### config.mk
export PLATFORM = sky130hd
export DESIGN_NAME = mlpwm_top
export DESIGN_NICKNAME = d
export VERILOG_FILES = /design/src/rtl/mlpwm_pkg.sv /design/src/rtl/mlpwm_carrier_gen.sv /design/src/rtl/mlpwm_slice.sv /design/src/rtl/mlpwm_top.sv
export SDC_FILE = /design/constraint.sdc
export NUM_CORES = 1
export LEC_CHECK = 0
export CORE_UTILIZATION = 45
export DETAILED_ROUTE_END_ITERATION = 12
export DONT_BUFFER_PORTS = 1
export HOLD_SLACK_MARGIN = 0.08
export SYNTH_ARGS = -nofsm -noshare
export SYNTH_HDL_FRONTEND = slang
export SYNTH_SLANG_ARGS = --single-unit
### constraint.sdc
create_clock -name clk -period 8.3 [get_ports clk]
set_input_delay 0.83 -clock clk [delete_from_list [all_inputs] [get_ports clk]]
set_output_delay 0.83 -clock clk [all_outputs]
set_load 0.05 [all_outputs]
### src/rtl/mlpwm_pkg.sv
package mlpwm_pkg;

    localparam int N_CARRIERS = 3;
    localparam int LVL_W      = $clog2(N_CARRIERS + 1);

    typedef enum logic [1:0] {
        STRAT_DISP = 2'd0,
        STRAT_ALT  = 2'd1,
        STRAT_OVLP = 2'd2
    } strat_e;

    typedef struct packed {
        logic [N_CARRIERS-1:0] gate;
        logic [LVL_W-1:0]      level;
        logic                  neg;
    } mlpwm_res_t;

    function automatic strat_e decode_strat(input logic [1:0] sel);
        case (sel)
            2'd1:    return STRAT_ALT;
            2'd2:    return STRAT_OVLP;
            default: return STRAT_DISP;
        endcase
    endfunction

    function automatic logic [LVL_W-1:0] count_on(input logic [N_CARRIERS-1:0] g);
        logic [LVL_W-1:0] n;
        n = '0;
        for (int i = 0; i < N_CARRIERS; i++) begin
            n = n + LVL_W'(g[i]);
        end
        return n;
    endfunction

endpackage

### src/rtl/mlpwm_carrier_gen.sv
module mlpwm_carrier_gen
    import mlpwm_pkg::*;
#(
    parameter int CNT_W = 10,
    parameter int N_CAR = N_CARRIERS,
    parameter int CAR_W = CNT_W + 2
) (
    input  logic                   clk,
    input  logic                   rst,
    input  logic                   step_en,
    input  logic [CNT_W-1:0]       half_period,
    input  logic [1:0]             strat_sel,
    output logic [N_CAR*CAR_W-1:0] car_flat,
    output logic [CNT_W-1:0]       cnt_o,
    output strat_e                 strat_o
);

    logic [CNT_W-1:0] cnt_q, cnt_n;
    logic             up_q, up_n;
    strat_e           strat_q;

    always_comb begin
        cnt_n = cnt_q;
        up_n  = up_q;
        if (up_q) begin
            if (cnt_q >= half_period) begin
                up_n  = 1'b0;
                cnt_n = (cnt_q == '0) ? cnt_q : cnt_q - CNT_W'(1);
            end else begin
                cnt_n = cnt_q + CNT_W'(1);
            end
        end else begin
            if (cnt_q == '0) begin
                up_n  = 1'b1;
                cnt_n = CNT_W'(1);
            end else begin
                cnt_n = cnt_q - CNT_W'(1);
            end
        end
    end

    always_ff @(posedge clk) begin
        if (rst) begin
            cnt_q   <= '0;
            up_q    <= 1'b1;
            strat_q <= decode_strat(strat_sel);
        end else if (step_en) begin
            cnt_q <= cnt_n;
            up_q  <= up_n;
            if (cnt_n == '0) begin
                strat_q <= decode_strat(strat_sel);
            end
        end
    end

    for (genvar k = 0; k < N_CAR; k++) begin : g_car
        logic [CNT_W-1:0] base;
        logic [CAR_W-1:0] offs;
        always_comb begin
            case (strat_q)
                STRAT_ALT: begin
                    base = ((k % 2) == 1) ? (half_period - cnt_q) : cnt_q;
                    offs = CAR_W'(k) * CAR_W'(half_period);
                end
                STRAT_OVLP: begin
                    base = cnt_q;
                    offs = CAR_W'(k) * CAR_W'(half_period >> 1);
                end
                default: begin
                    base = cnt_q;
                    offs = CAR_W'(k) * CAR_W'(half_period);
                end
            endcase
        end
        assign car_flat[k*CAR_W +: CAR_W] = CAR_W'(base) + offs;
    end

    assign cnt_o   = cnt_q;
    assign strat_o = strat_q;

endmodule

### src/rtl/mlpwm_slice.sv
module mlpwm_slice #(
    parameter int CMP_W = 13
) (
    input  logic [CMP_W-1:0] mag,
    input  logic [CMP_W-1:0] car,
    input  logic             prev_on,
    output logic             next_on
);

    always_comb begin
        if (mag > car) begin
            next_on = 1'b1;
        end else if (mag < car) begin
            next_on = 1'b0;
        end else begin
            next_on = prev_on;
        end
    end

endmodule

### src/rtl/mlpwm_top.sv
module mlpwm_top
    import mlpwm_pkg::*;
#(
    parameter int SAMPLE_W = 12,
    parameter int CNT_W    = 10
) (
    input  logic                  clk,
    input  logic                  rst,
    input  logic                  step_en,
    input  logic [CNT_W-1:0]      half_period,
    input  logic [1:0]            strat_sel,
    input  logic                  ref_vld,
    input  logic [SAMPLE_W-1:0]   ref_smp,
    output logic [N_CARRIERS-1:0] gate_on,
    output logic [LVL_W-1:0]      level_mag,
    output logic                  polarity,
    output logic                  out_vld
);

    localparam int N_CAR = N_CARRIERS;
    localparam int CAR_W = CNT_W + 2;
    localparam int CMP_W = ((SAMPLE_W > CAR_W) ? SAMPLE_W : CAR_W) + 1;

    logic [N_CAR*CAR_W-1:0] car_flat;
    logic [N_CAR*CMP_W-1:0] car_x;
    logic [CNT_W-1:0]       cnt_w;
    strat_e                 strat_w;
    logic                   neg;
    logic [SAMPLE_W-1:0]    mag;
    logic [CMP_W-1:0]       mag_x;
    logic [N_CAR-1:0]       gate_n;
    mlpwm_res_t             res_n, res_q;
    logic                   vld_q;

    mlpwm_carrier_gen #(
        .CNT_W (CNT_W),
        .N_CAR (N_CAR),
        .CAR_W (CAR_W)
    ) u_car (
        .clk         (clk),
        .rst         (rst),
        .step_en     (step_en),
        .half_period (half_period),
        .strat_sel   (strat_sel),
        .car_flat    (car_flat),
        .cnt_o       (cnt_w),
        .strat_o     (strat_w)
    );

    assign neg   = ref_smp[SAMPLE_W-1];
    assign mag   = neg ? (~ref_smp + SAMPLE_W'(1)) : ref_smp;
    assign mag_x = CMP_W'(mag);

    for (genvar k = 0; k < N_CAR; k++) begin : g_cmp
        assign car_x[k*CMP_W +: CMP_W] = CMP_W'(car_flat[k*CAR_W +: CAR_W]);
        mlpwm_slice #(.CMP_W(CMP_W)) u_slice (
            .mag     (mag_x),
            .car     (car_x[k*CMP_W +: CMP_W]),
            .prev_on (res_q.gate[k]),
            .next_on (gate_n[k])
        );
    end

    always_comb begin
        res_n.gate  = gate_n;
        res_n.level = count_on(gate_n);
        res_n.neg   = neg && (res_n.level != '0);
    end

    always_ff @(posedge clk) begin
        if (rst) begin
            res_q <= '0;
            vld_q <= 1'b0;
        end else begin
            vld_q <= ref_vld;
            if (ref_vld) begin
                res_q <= res_n;
            end
        end
    end

    assign gate_on   = res_q.gate;
    assign level_mag = res_q.level;
    assign polarity  = res_q.neg;
    assign out_vld   = vld_q;

endmodule

# Yosys cells after proc, flatten, opt, wreduce, memory -nomap -nowiden
# Cells that the tools add are included.
# word_totals
register_bits	20
in_bits	28
output_inout_bits	7
word_cells	55
# classes
add_sub_neg	8
n_lt_le_gt_ge	7
n_eq_ne	4
mux	21
n_bitwise	1
n_reduce_logical	7
# ops
cell	count
$mux 10	6
$logic_not 10->1	2
$add 10x11->12	1
$add 12x1->12 const B	1
$gt 12x10->1	1
$gt 12x11->1	1
$gt 12x12->1	1
$lt 12x10->1	1
$lt 12x11->1	1
$lt 12x12->1	1
$mux 12	1
$not 12->12	1
$add 10x10->11	1
$mux 11	1
$add 10x1->10 const B	1
$ge 10x10->1	1
$sub 10x1->10 const B	1
$sub 10x10->10	1
$mux 1	9
$mux 2	3
$reduce_bool 2->1	3
$eq 2x1->1 const B	2
$eq 2x2->1 const B	2
$pmux 2 s2	1
other kinds (4)	4

# Longest topological paths before layout
# Gate-level depths: netlist of the first run.
# logic_depth
word_depth	10
ltp_mapped	25
ltp_nobuf	25

# Cells and area by module
# A second synthesis of the first run with hierarchy kept.
# unflattened
cells_unflattened	536
hier_area_um2	4121.5
# modules_own_cells
mod	n_inst	cells_per_inst	area_per_inst_um2	seq_area_each_um2
mlpwm_carrier_gen	1	338	2612.5	280.3
mlpwm_slice	3	47	330.3	0.0
mlpwm_top	1	57	518.0	140.1

# Worst setup path before layout of the first run
# No wires, ideal clock.
# synth_timing
kind	input port to flip-flop
from	in half_period[0]
to	reg res_q, in the netlist polarity
setup_ps	70
t_arrival_ps	5044
required_ps	8230
slack_ps	3185
cell_stages	23
path_buffers	0
cell_sequence	inv_1 -> ha_1 -> fa_1 -> nand2b_1 -> a21oi_1 -> nor3_1 -> xnor2_1 -> o21ai_0 -> ha_1 -> a21oi_1 -> o21ai_0 -> a21o_1 -> a21oi_1 -> xor2_1 -> ha_1 -> and4_1 -> nand4_1 -> or3_1 -> a21oi_1 -> fa_1 -> nand2_1 -> nand3_1 -> a21oi_1
# synth_via
elab_chain_len	10
elab_cells_between_ends	18
classes_between	add/sub: 5; order compare: 4; mux: 7; reduce/logical: 2
# synth_rtl
element	line	source
start, declared	mlpwm_top.sv:10	input logic [CNT_W-1:0] half_period,
$sub 10x10->10	n/a	
$mux 10	mlpwm_carrier_gen.sv:60	case (strat_q)
$add 10x10->11	mlpwm_carrier_gen.sv:75	assign car_flat[k*CAR_W +: CAR_W] = CAR_W'(base) + offs;
$lt 12x11->1	mlpwm_slice.sv:13	end else if (mag < car) begin
$mux 1	mlpwm_slice.sv:13	
$mux 1	mlpwm_slice.sv:11	if (mag > car) begin
$add 1x1->2	mlpwm_pkg.sv:30	n = n + LVL_W'(g[i]);
$add 2x1->2 *	mlpwm_pkg.sv:30	
$reduce_bool 2->1 *	mlpwm_top.sv:67	res_n.neg = neg && (res_n.level != '0);
$logic_and 1x1->1 *	mlpwm_top.sv:67	
end signal, assigned	mlpwm_top.sv:77	res_q <= res_n;
end, declared	mlpwm_top.sv:32	mlpwm_res_t res_n, res_q;
# Mark *: on every way between the ends. The rest lies on a longest branch, timed or not.
# A chain may end at the register's enable or synchronous reset.

# Worst setup path after layout of the first run
# layout_timing
from	reg u_car.cnt_q[2], in the netlist u_car.cnt_o[2]
to	reg res_q, in the netlist polarity
# layout_via
elab_chain_len	10
elab_cells_between_ends	20
classes_between	add/sub: 5; order compare: 6; mux: 7; reduce/logical: 2
# layout_rtl
element	line	source
start, declared	mlpwm_carrier_gen.sv:18	logic [CNT_W-1:0] cnt_q, cnt_n;
start signal, assigned	mlpwm_carrier_gen.sv:48	cnt_q <= cnt_n;
$sub 10x10->10	n/a	
$mux 10	mlpwm_carrier_gen.sv:60	
$add 10x10->11	mlpwm_carrier_gen.sv:75	
$lt 12x11->1	mlpwm_slice.sv:13	
$mux 1	mlpwm_slice.sv:13	
$mux 1	mlpwm_slice.sv:11	
$add 1x1->2	mlpwm_pkg.sv:30	
$add 2x1->2 *	mlpwm_pkg.sv:30	
$reduce_bool 2->1 *	mlpwm_top.sv:67	
$logic_and 1x1->1 *	mlpwm_top.sv:67	
# Marked as above.

==> results of run 1 <==
## metal layers
layer,track usage,share of wire
met4,0.0404,0.0068
met2,0.369,0.43
met3,0.0452,0.051
met5,0,0
met1,0.344,0.51
## path summary, 6_finish.rpt
check,end,slack (ns),startpoint
worst min register to register,u_car.cnt_o[9],0.60,u_car.cnt_o[9]
worst max-delay path,polarity,2.58,u_car.cnt_o[2]
worst min-delay path,u_car.cnt_o[9],0.60,u_car.cnt_o[9]
worst max register to register,polarity,2.58,u_car.cnt_o[2]
## registers in the layout, indices dropped and copies added, names as in the netlist
signal / flops
gate_on: 3
level_mag: 2
u_car.up_q: 1
polarity: 1
u_car.cnt_o: 10
u_car.strat_o: 2
out_vld: 1
## cell usage in the layout, fill, tap and decap left out, types with 3 or more instances in the layout
cell type  synthesis  final
mux2_2             8      8
nand4_1            9      9
o21ai_0           29     29
a21oi_1           37     37
nand3_1           10     10
inv_1             31     31
o211ai_1           3      3
a211oi_1           7      7
nand2_1           35     35
a31oi_1            3      3
o21a_1             7      7
or3_1              4      4
clkbuf_8           0      3
xnor2_1           22     22
nor2_1            26     26
o21bai_1           4      4
nor2b_1           11     11
dfxtp_1           18     18
nand2b_1          12     12
fa_1               4      4
ha_1              65     65
a21o_1            19     19
mux2i_1            7      7
a21boi_0           3      3
nor3_1            13     13
and3_1             4      4
o31ai_1            9      9
xor2_1            10     10
## area by class of cell
type | instances | area share
clock buffer | 3 | 0.0109
timing repair buffer | 1 | 0.00198
tap | 102 | 0.0337
clock inverter | 1 | 0.00792
inverter | 32 | 0.0324
multi-input combinational | 399 | 0.802
sequential | 20 | 0.111
## through the flow
stage	hold slack [ns]	std cells	util	worst slack (ns)
6_report	0.600	558	0.485	2.58
5_1_grt	0.605	558	0.485	2.20
4_1_cts	0.603	558	0.485	2.64
3_5_place_dp	0.586	554	0.476	2.67
3_3_place_gp	0.571	554	0.476	2.75
2_1_floorplan	0.471	469	-	3.19
## worst min-delay path, delay by kind of cell, from the launching register on
kind             cells  cell delay, ns
AO/OA/AOI/OAI        1            0.05
flip-flops           1            0.42
AND/OR/NAND/NOR      1            0.10
## cells in the mapped netlist, types with 3 or more instances
| cell | instances | area (sq um) |
|---|---|---|
| mux2_2 | 8 | 90.1 |
| nand2b_1 | 12 | 75.1 |
| a21o_1 | 19 | 143 |
| buf_4 | 5 | 37.5 |
| or3_1 | 4 | 25.0 |
| nor2b_1 | 11 | 68.8 |
| ha_1 | 65 | 813 |
| a31oi_1 | 3 | 18.8 |
| inv_1 | 31 | 116 |
| xnor2_1 | 22 | 193 |
| xor2_1 | 10 | 87.6 |
| o21ai_0 | 29 | 145 |
| o21a_1 | 7 | 52.6 |
| nand3_1 | 10 | 50.1 |
| a21oi_1 | 37 | 185 |
| nand2_1 | 35 | 131 |
| clkbuf_1 | 9 | 33.8 |
| a21boi_0 | 3 | 22.5 |
| a211oi_1 | 7 | 52.6 |
| and3_1 | 4 | 25.0 |
| o211ai_1 | 3 | 22.5 |
| nor2_1 | 26 | 97.6 |
| fa_1 | 4 | 80.1 |
| o21bai_1 | 4 | 30.0 |
| dfxtp_1 | 18 | 360 |
| o31ai_1 | 9 | 67.6 |
| nor3_1 | 13 | 65.1 |
| nand4_1 | 9 | 56.3 |
| mux2i_1 | 7 | 70.1 |
## logic make-up after synthesis
| group | count (synthesis) |
|---|---|
| AO/OA/AOI/OAI | 139 |
| multiplexers | 15 |
| adder cells (fa/ha/maj) | 69 |
| AND/OR/NAND/NOR | 144 |
| buffers and inverters | 50 |
| flip-flops | 20 |
| XOR/XNOR | 32 |
## power by group
part           total [uW]  internal (uW)  switching [uW]
Combinational         790            354             436
Clock                 107           64.6            42.2
Sequential            187            118            68.8
==> impl_metrics.py, run 1 <==
metrics = {
    "setup_path": {
        "cp_data_arrival_time_ns": 5.93,
        "slowest_delay_ns": 0.76,
        "slowest_stage": "dfxtp_1",
        "reg2reg_depth": 23,
        "start_kind": "flip-flop",
        "crit_buf_inv": 1,
        "worst-path-stages": 23,
        "worstPathRequired_ns": 8.51,
        "critPathKind": "reg2reg",
        "crit_chain": "inv_1 -> ha_1 -> o21ai_0 -> a21boi_0 -> o21ai_0 -> a21boi_0 -> o21a_1 -> nor3_1 -> o31ai_1 -> ha_1 -> a21o_1 -> a21oi_1 -> xor2_1 -> ha_1 -> and4_1 -> nand4_1 -> nor2_1 -> a211o_1 -> a21oi_1 -> fa_1 -> nand2_1 -> nand3_1 -> a21oi_1",
        "cp_max_fo": 15,
        "cp_top_family": "compound AO/OA/AOI/OAI gates",
        "endpoint_kind": "flip-flop",
    },
    "sta": {
        "setup_viol": 0,
        "finalHoldViolCount": 0,
        "layout_min_cycle_time_ns": 5.72,
        "tns_ns": 0,
        "rsz0062_at_grt": "false",
        "max_slew_margin": 0.557,
        "drv_slew": 0,
        "clock_skew_ns": 0.00424,
        "fmax_mhz": 175,
        "worst_pin_slew_ns": 0.664,
        "finalCritPeriodShare": 0.689,
    },
    "global_routing": {
        "antenna_found_initial": 0,
        "overflow": 0,
        "grt_pass1_wl_um": 16100,
        "track_usage": 0.238,
        "grt_max_degree": 21,
        "grt_pass1_vias": 3187,
    },
    "floorplanning": {
        "fp-row-count": 32,
        "die_h_um": 92.4,
        "die_area_sq_mm": 0.00854,
        "die_x_um": 92.4,
        "ios": 35,
        "core_sq_mm": 0.00781,
        "initial_core_util": 0.471,
    },
    "run": {
        "drv_cap": 0,
    },
    "place": {
        "dp.final_hpwl_um": 8120,
        "io_buffers": 0,
        "routabilityCongestion": 0.881,
        "place_area_sq_mm": 0.00372,
    },
    "clock_network": {
        "ctsHtreeMaxLevel": 1,
        "cts_root_buffer": "clkbuf_8",
        "numCtsBuffers": 3,
        "ctsHoldBuffers": 0,
        "clk_pin_slew_worst_paths_ns": 0.09,
        "cts_setup_buffers": 0,
        "cts_tree": "done",
        "cts_resized": 0,
        "clock_sinks": 20,
        "cts.path.max_buffers": 2,
        "worstSkewPairLatency_ns": 0.27,
    },
    "synth": {
        "synth_top_family_by_area": "compound AO/OA/AOI/OAI gates",
        "synth_xor_area_frac": 0.0762,
        "syn_avg_cell_area_sq_um": 7.85,
        "synthFlopType": "dfxtp_1",
        "synthesis.area_sq_mm": 0.00368,
        "synth_fa_ha_area_frac": 0.243,
        "synthCells": 469,
        "synth_cell_types": 62,
        "yosysWarnings": 0,
        "synth_compound_area_frac": 0.246,
        "synth-seq-cells": 20,
        "synth_edf_count": 2,
        "seq_area_frac_synth": 0.114,
        "synth_mux_area_frac": 0.0435,
        "async_flop_share": 0,
        "synth-simple-area-share": 0.218,
        "syn_nets": 566,
    },
    "drt": {
        "viasPerCell": 5.98,
        "drc": 0,
        "drt-total-wl_um": 9890,
        "via_count": 3339,
        "first_pass_iters": 4,
        "wl_per_cell_um": 17.7,
        "drt_iter0_markers": 172,
        "drtAntennaViolNets": 0,
    },
    "power_and_ir_drop": {
        "power_density_mw_per_mm2": 286,
        "ir_worst_vdd_uv": 91.0,
        "fin_total_pwr_uw": 1080,
        "leakagePower_uw": 0.00169,
    },
    "finish": {
        "area.growth.synth_to_final_pct": 2.99,
        "diodes": 0,
        "fillerInstances": 787,
        "fin_nets": 554,
        "design_area_sq_mm": 0.00379,
        "seq_area_sq_um": 420,
        "drive_above_1_share": 0.0658,
        "multi_input_area_sq_mm": 0.00304,
    },
    "outcome": {
        "status": "complete, no violations",
    },
    "worst_hold_path": {
        "hold_path.class": "reg2reg",
        "worstHoldPathCells": 2,
    },
}
(Power assumes the default switching activity.)
==> run 2, diff against run 1 <==
clock period = 4.7 ns   (was 8.3 ns; I/O delays follow)
==> impl_metrics.py, run 2 (same netlist as run 1, synthesis figures left out) <==
metrics = {
    "setup_path": {
        "cp_max_fo": 2,
        "start_kind": "flip-flop",
        "rr_endpoint": "polarity",
        "endpoint_kind": "flip-flop",
        "worstPathRequired_ns": 4.91,
        "reg2reg_depth": 22,
        "critPathKind": "reg2reg",
        "cp_data_arrival_time_ns": 4.76,
        "timing.rr.start": "u_car.cnt_o[0]",
        "r2r_slack_ns": 0.15,
    },
    "drt": {
        "drtAntennaViolNets": 0,
        "via_count": 3625,
        "first_pass_iters": 5,
        "drc": 0,
        "wl_per_cell_um": 17.4,
        "viasPerCell": 5.96,
        "drt_iter0_markers": 188,
        "drt-total-wl_um": 10600,
    },
    "finish": {
        "design_area_sq_mm": 0.00436,
        "drive_above_1_share": 0.237,
        "largest_reg_flops": 10,
        "layout_commonest_cell": "ha_1",
        "final_cell_mix": "ha_1 (62), buf_4 (51), nand2_1 (34)",
        "fin_nets": 604,
        "area.growth.synth_to_final_pct": 18.5,
        "seq_area_sq_um": 423,
        "fillerInstances": 755,
        "fin_cells": 608,
        "multi_input_area_sq_mm": 0.00323,
        "diodes": 0,
    },
    "floorplanning": {
        "fp-row-count": 32,
        "die_h_um": 92.4,
        "die_area_sq_mm": 0.00854,
        "core_sq_mm": 0.00781,
        "die_x_um": 92.4,
        "initial_core_util": 0.471,
        "ios": 35,
    },
    "clock_network": {
        "cts.path.max_buffers": 2,
        "ctsHtreeMaxLevel": 1,
        "cts_tree": "done",
        "worstSkewPairLatency_ns": 0.27,
        "numCtsBuffers": 3,
        "clk_pin_slew_worst_paths_ns": 0.09,
        "cts_root_buffer": "clkbuf_8",
        "clock_sinks": 20,
    },
    "global_routing": {
        "overflow": 0,
        "grt_use_met2": 0.362,
        "track_usage": 0.242,
        "grt_pass1_wl_um": 16200,
        "grt_pass1_vias": 3214,
        "grt_max_degree": 18,
        "grt_use_met3": 0.0411,
        "top_usage_layer": "met2",
        "antenna_found_initial": 0,
        "met1_usage": 0.356,
    },
    "worst_hold_path": {
        "worstHoldPathCells": 1,
        "hold_path.class": "in2reg",
        "hp-start": "rst",
        "holdPathEnd": "u_car.cnt_o[1]",
    },
    "sta": {
        "layout_min_cycle_time_ns": 4.55,
        "fmax_mhz": 220,
        "clock_skew_ns": 0.00782,
        "holdWs_ns": 0.245,
        "finalCritPeriodShare": 0.968,
        "drv_slew": 0,
        "worst_pin_slew_ns": 0.598,
        "tns_ns": 0,
        "finalHoldViolCount": 0,
        "setup_viol": 0,
        "max_slew_margin": 0.601,
    },
    "power_and_ir_drop": {
        "leakagePower_uw": 0.00196,
        "ir_worst_vdd_uv": 232,
        "power_density_mw_per_mm2": 518,
    },
    "outcome": {
        "status": "complete, no violations",
    },
    "place": {
        "routabilityCongestion": 0.910,
        "dp.final_hpwl_um": 8470,
        "place_area_sq_mm": 0.00404,
        "io_buffers": 0,
        "dpl.cell_count": 596,
    },
    "run": {
        "drv_cap": 0,
    },
}
run 2: cell types whose count changed in the layout (fill, tap and decap cells not counted), sizes merged:
cell and delta:
buf +50
run 2: layout make-up:
cell class              instances  share of cell area
repair buffers                 51              0.0878
well taps                     102              0.0293
inverters                      32              0.0281
flip-flops and latches         20              0.0970
clock inverters                 1             0.00689
clock buffers                   3             0.00947
multi-input cells             399               0.741
run 2: where the power goes:
| group | internal (uW) | total, uW | switching [uW] |
|---|---|---|---|
| clock network | 114 | 186 | 72.3 |
| logic | 852 | 1790 | 939 |
| registers | 209 | 281 | 71.4 |
run 2: through the flow:
step / setup WS [ns] / total power (uW) / util
after detailed placement: -0.336 / 1870 / 0.518
final: 0.151 / 2260 / 0.558
after CTS: 0.00636 / 2110 / 0.533
after global routing: -0.0517 / 2450 / 0.558
after floorplan: 0.0268 / 1430 / -
after global placement: -0.282 / 1850 / 0.518
run 2: how the worst max path moves through the flow:
stage / start / endpoint / slack [ns]
finish: u_car.cnt_o[0] / polarity / 0.15
floorplan: half_period[0] / polarity / 0.03
detailed placement: half_period[1] / polarity / -0.34
global route: u_car.cnt_o[1] / polarity / -0.05
CTS: u_car.cnt_o[1] / polarity / 0.006
global placement: half_period[1] / polarity / -0.28
run 2: routing by layer:
layer | vias up | wire length, um
li1 | 1798 | -
met1 | 1711 | 5220
met2 | 98 | 4640
met3 | 18 | 568
met4 | 0 | 146
met5 | - | 0
run 2: timing repair:
item	CTS	global route
setup buffers	1	7
pin swaps	7	43
gates resized for setup	17	39
setup endpoints to repair	3	3
hold buffers	0	0
run 2: critical path, cell delays in order (launching register included):
cell	delay, ns
dfxtp_2	0.35
ha_4	0.17
fa_2	0.38
xor2_1	0.17
o21ai_1	0.13
ha_1	0.25
nor2b_1	0.13
o21ai_1	0.23
a21boi_2	0.08
o21ai_1	0.16
nand2b_1	0.10
a21o_1	0.16
a21o_1	0.17
xnor2_1	0.19
ha_1	0.26
a21o_1	0.18
a21o_1	0.15
a211o_1	0.30
a21oi_2	0.20
fa_1	0.47
nand2_1	0.09
nand3_1	0.06
a21oi_1	0.11
==> run 3, diff against run 2 <==
CORE_UTILIZATION = 40   (was 45)
CTS_BUF_LIST = sky130_fd_sc_hd__clkbuf_4 sky130_fd_sc_hd__clkbuf_8   (was default)
clock period = 4.8 ns   (was 4.7 ns; I/O delays follow)
==> impl_metrics.py, run 3 (same netlist as run 1, synthesis figures left out) <==
metrics = {
    "drt": {
        "wl_per_cell_um": 16.9,
        "top_layer_used": "met4",
        "drtAntennaViolNets": 0,
        "viasPerCell": 5.94,
        "routedLengthMet1_um": 4870,
        "drt-total-wl_um": 10300,
        "wl_met2_um": 4880,
        "drc": 3,
        "via_count": 3640,
        "drt_iter0_markers": 237,
        "routed-wl-met3_um": 478,
        "first_pass_iters": 9,
    },
    "finish": {
        "seq_area_sq_um": 424,
        "fin_nets": 603,
        "multi_input_area_sq_mm": 0.00322,
        "area.growth.synth_to_final_pct": 18.5,
        "drive_above_1_share": 0.244,
        "fillerInstances": 858,
        "layout_commonest_cell": "ha_1",
        "diodes": 0,
        "final_cell_mix": "ha_1 (63), buf_4 (49), nand2_1 (35)",
        "fin_cells": 613,
        "largest_reg_flops": 10,
    },
    "place": {
        "pre_cts_ws_ns": -0.366,
        "routabilityCongestion": 0.841,
        "dp.final_hpwl_um": 8300,
        "io_buffers": 0,
        "dpl.cell_count": 600,
    },
    "power_and_ir_drop": {
        "leakagePower_uw": 0.00196,
        "seq_power_share": 0.125,
        "ir_worst_vdd_uv": 187,
        "power_density_mw_per_mm2": 498,
        "pwr-share-comb": 0.790,
        "sw_frac_of_total": 0.479,
        "p_switching_uw": 1040,
        "p_clk_frac": 0.085,
        "fin_total_pwr_uw": 2170,
        "p_int_uw": 1130,
    },
    "floorplanning": {
        "die_x_um": 97.9,
        "die_h_um": 97.9,
        "core_sq_mm": 0.00881,
        "die_area_sq_mm": 0.00959,
        "ios": 35,
        "fp-row-count": 34,
        "initial_core_util": 0.418,
    },
    "sta": {
        "clock_skew_ns": 0.00393,
        "fmax_mhz": 218,
        "finalHoldViolCount": 0,
        "finalCritPeriodShare": 0.956,
        "setup_ws_ns": 0.213,
        "drv_slew": 0,
        "holdWs_ns": 0.260,
        "tns_ns": 0,
        "rsz0062_at_grt": "true",
        "max_slew_margin": 0.609,
        "setup_viol": 0,
        "worst_pin_slew_ns": 0.586,
        "layout_min_cycle_time_ns": 4.59,
    },
    "setup_path": {
        "crit_chain": "ha_2 -> fa_2 -> o21ai_2 -> ha_1 -> a21o_1 -> a21oi_2 -> o21ai_2 -> a21oi_2 -> xor2_1 -> ha_1 -> a21o_1 -> a21o_1 -> a21o_1 -> a21o_1 -> a21o_1 -> a211o_1 -> a21oi_2 -> fa_1 -> nand2_1 -> nand3_1 -> a21oi_1",
        "worstPathRequired_ns": 5.02,
        "r2r_slack_ns": 0.21,
        "endpoint_kind": "flip-flop",
        "start_kind": "flip-flop",
        "critPathKind": "reg2reg",
        "cp_max_fo": 2,
        "slowest_delay_ns": 0.54,
        "slowest_stage": "fa_2",
        "cp_data_arrival_time_ns": 4.80,
        "critical-path-top-cell-by-count": "a21o_1",
    },
    "global_routing": {
        "grt_pass1_wl_um": 16600,
        "overflow": 0,
        "antenna_found_initial": 0,
        "track_usage": 0.214,
        "grt_max_degree": 21,
        "grt_pass1_vias": 3341,
    },
    "clock_network": {
        "clk_pin_slew_worst_paths_ns": 0.09,
        "ctsHtreeMaxLevel": 1,
        "cts.path.max_buffers": 2,
        "worstSkewPairLatency_ns": 0.28,
        "ctsHoldBuffers": 0,
        "cts_tree": "done",
        "clock_sinks": 20,
        "numCtsBuffers": 3,
        "cts_root_buffer": "clkbuf_8",
    },
    "outcome": {
        "violations": "DRC",
        "status": "complete, but fails checks",
    },
    "worst_hold_path": {
        "hold_path.class": "in2reg",
    },
    "run": {
        "drv_cap": 0,
    },
}
## run 3: critical path: cells and delay by family, from the launching register on
kind,cells,cell delay [ns]
adders and majority gates,5,1.70
AOI/OAI and AO/OA,13,2.14
and+or+nand+nor,2,0.14
xor gates and xnor gates,1,0.17
DFF,1,0.35
## run 3: path summary, 6_finish.rpt
| kind | to | from | cells after the start |
|---|---|---|---|
| setup reg to reg | polarity | u_car.cnt_o[0] | 21 |
| hold / removal | gate_on[2] | rst | 1 |
| setup / recovery | polarity | u_car.cnt_o[0] | 21 |
| hold reg to reg | u_car.cnt_o[8] | u_car.cnt_o[8] | 2 |
## run 3: per-stage QoR
stage | cell area [sq um] | util
3_5_place_dp | 4040 | 0.459
3_3_place_gp | 4040 | 0.459
6_report | 4360 | 0.495
5_1_grt | 4360 | 0.495
2_1_floorplan | 3680 | -
4_1_cts | 4140 | 0.471
## run 3: area by class of cell
cell class,count,share of cell area
multi-input cells,399,0.738
flip-flops and latches,20,0.0973
repair buffers,50,0.0890
well taps,108,0.0310
inverters,32,0.0281
clock buffers,3,0.00947
clock inverters,1,0.00689
## run 3: repair_timing
action                                  4_1_cts  5_1_grt
gates cloned                                  0        0
buffers inserted                              0        9
gates resized for setup                      17       44
pin swaps                                     5       39
endpoints found under the setup margin        3        3
## run 3: metal layers
layer,track usage,vias up
met5,0,-
met4,0.0478,0
met3,0.0193,13
met2,0.346,82
met1,0.306,1754
li1,-,1791
## run 3: power groups by stage
stage	Combinational, uW	Clock, uW	Sequential, uW
3_5_place_dp	1540	0	272
6_report	1720	185	271
5_1_grt	1900	191	276
4_1_cts	1570	188	270
2_1_floorplan	1130	0	267
3_3_place_gp	1520	0	272
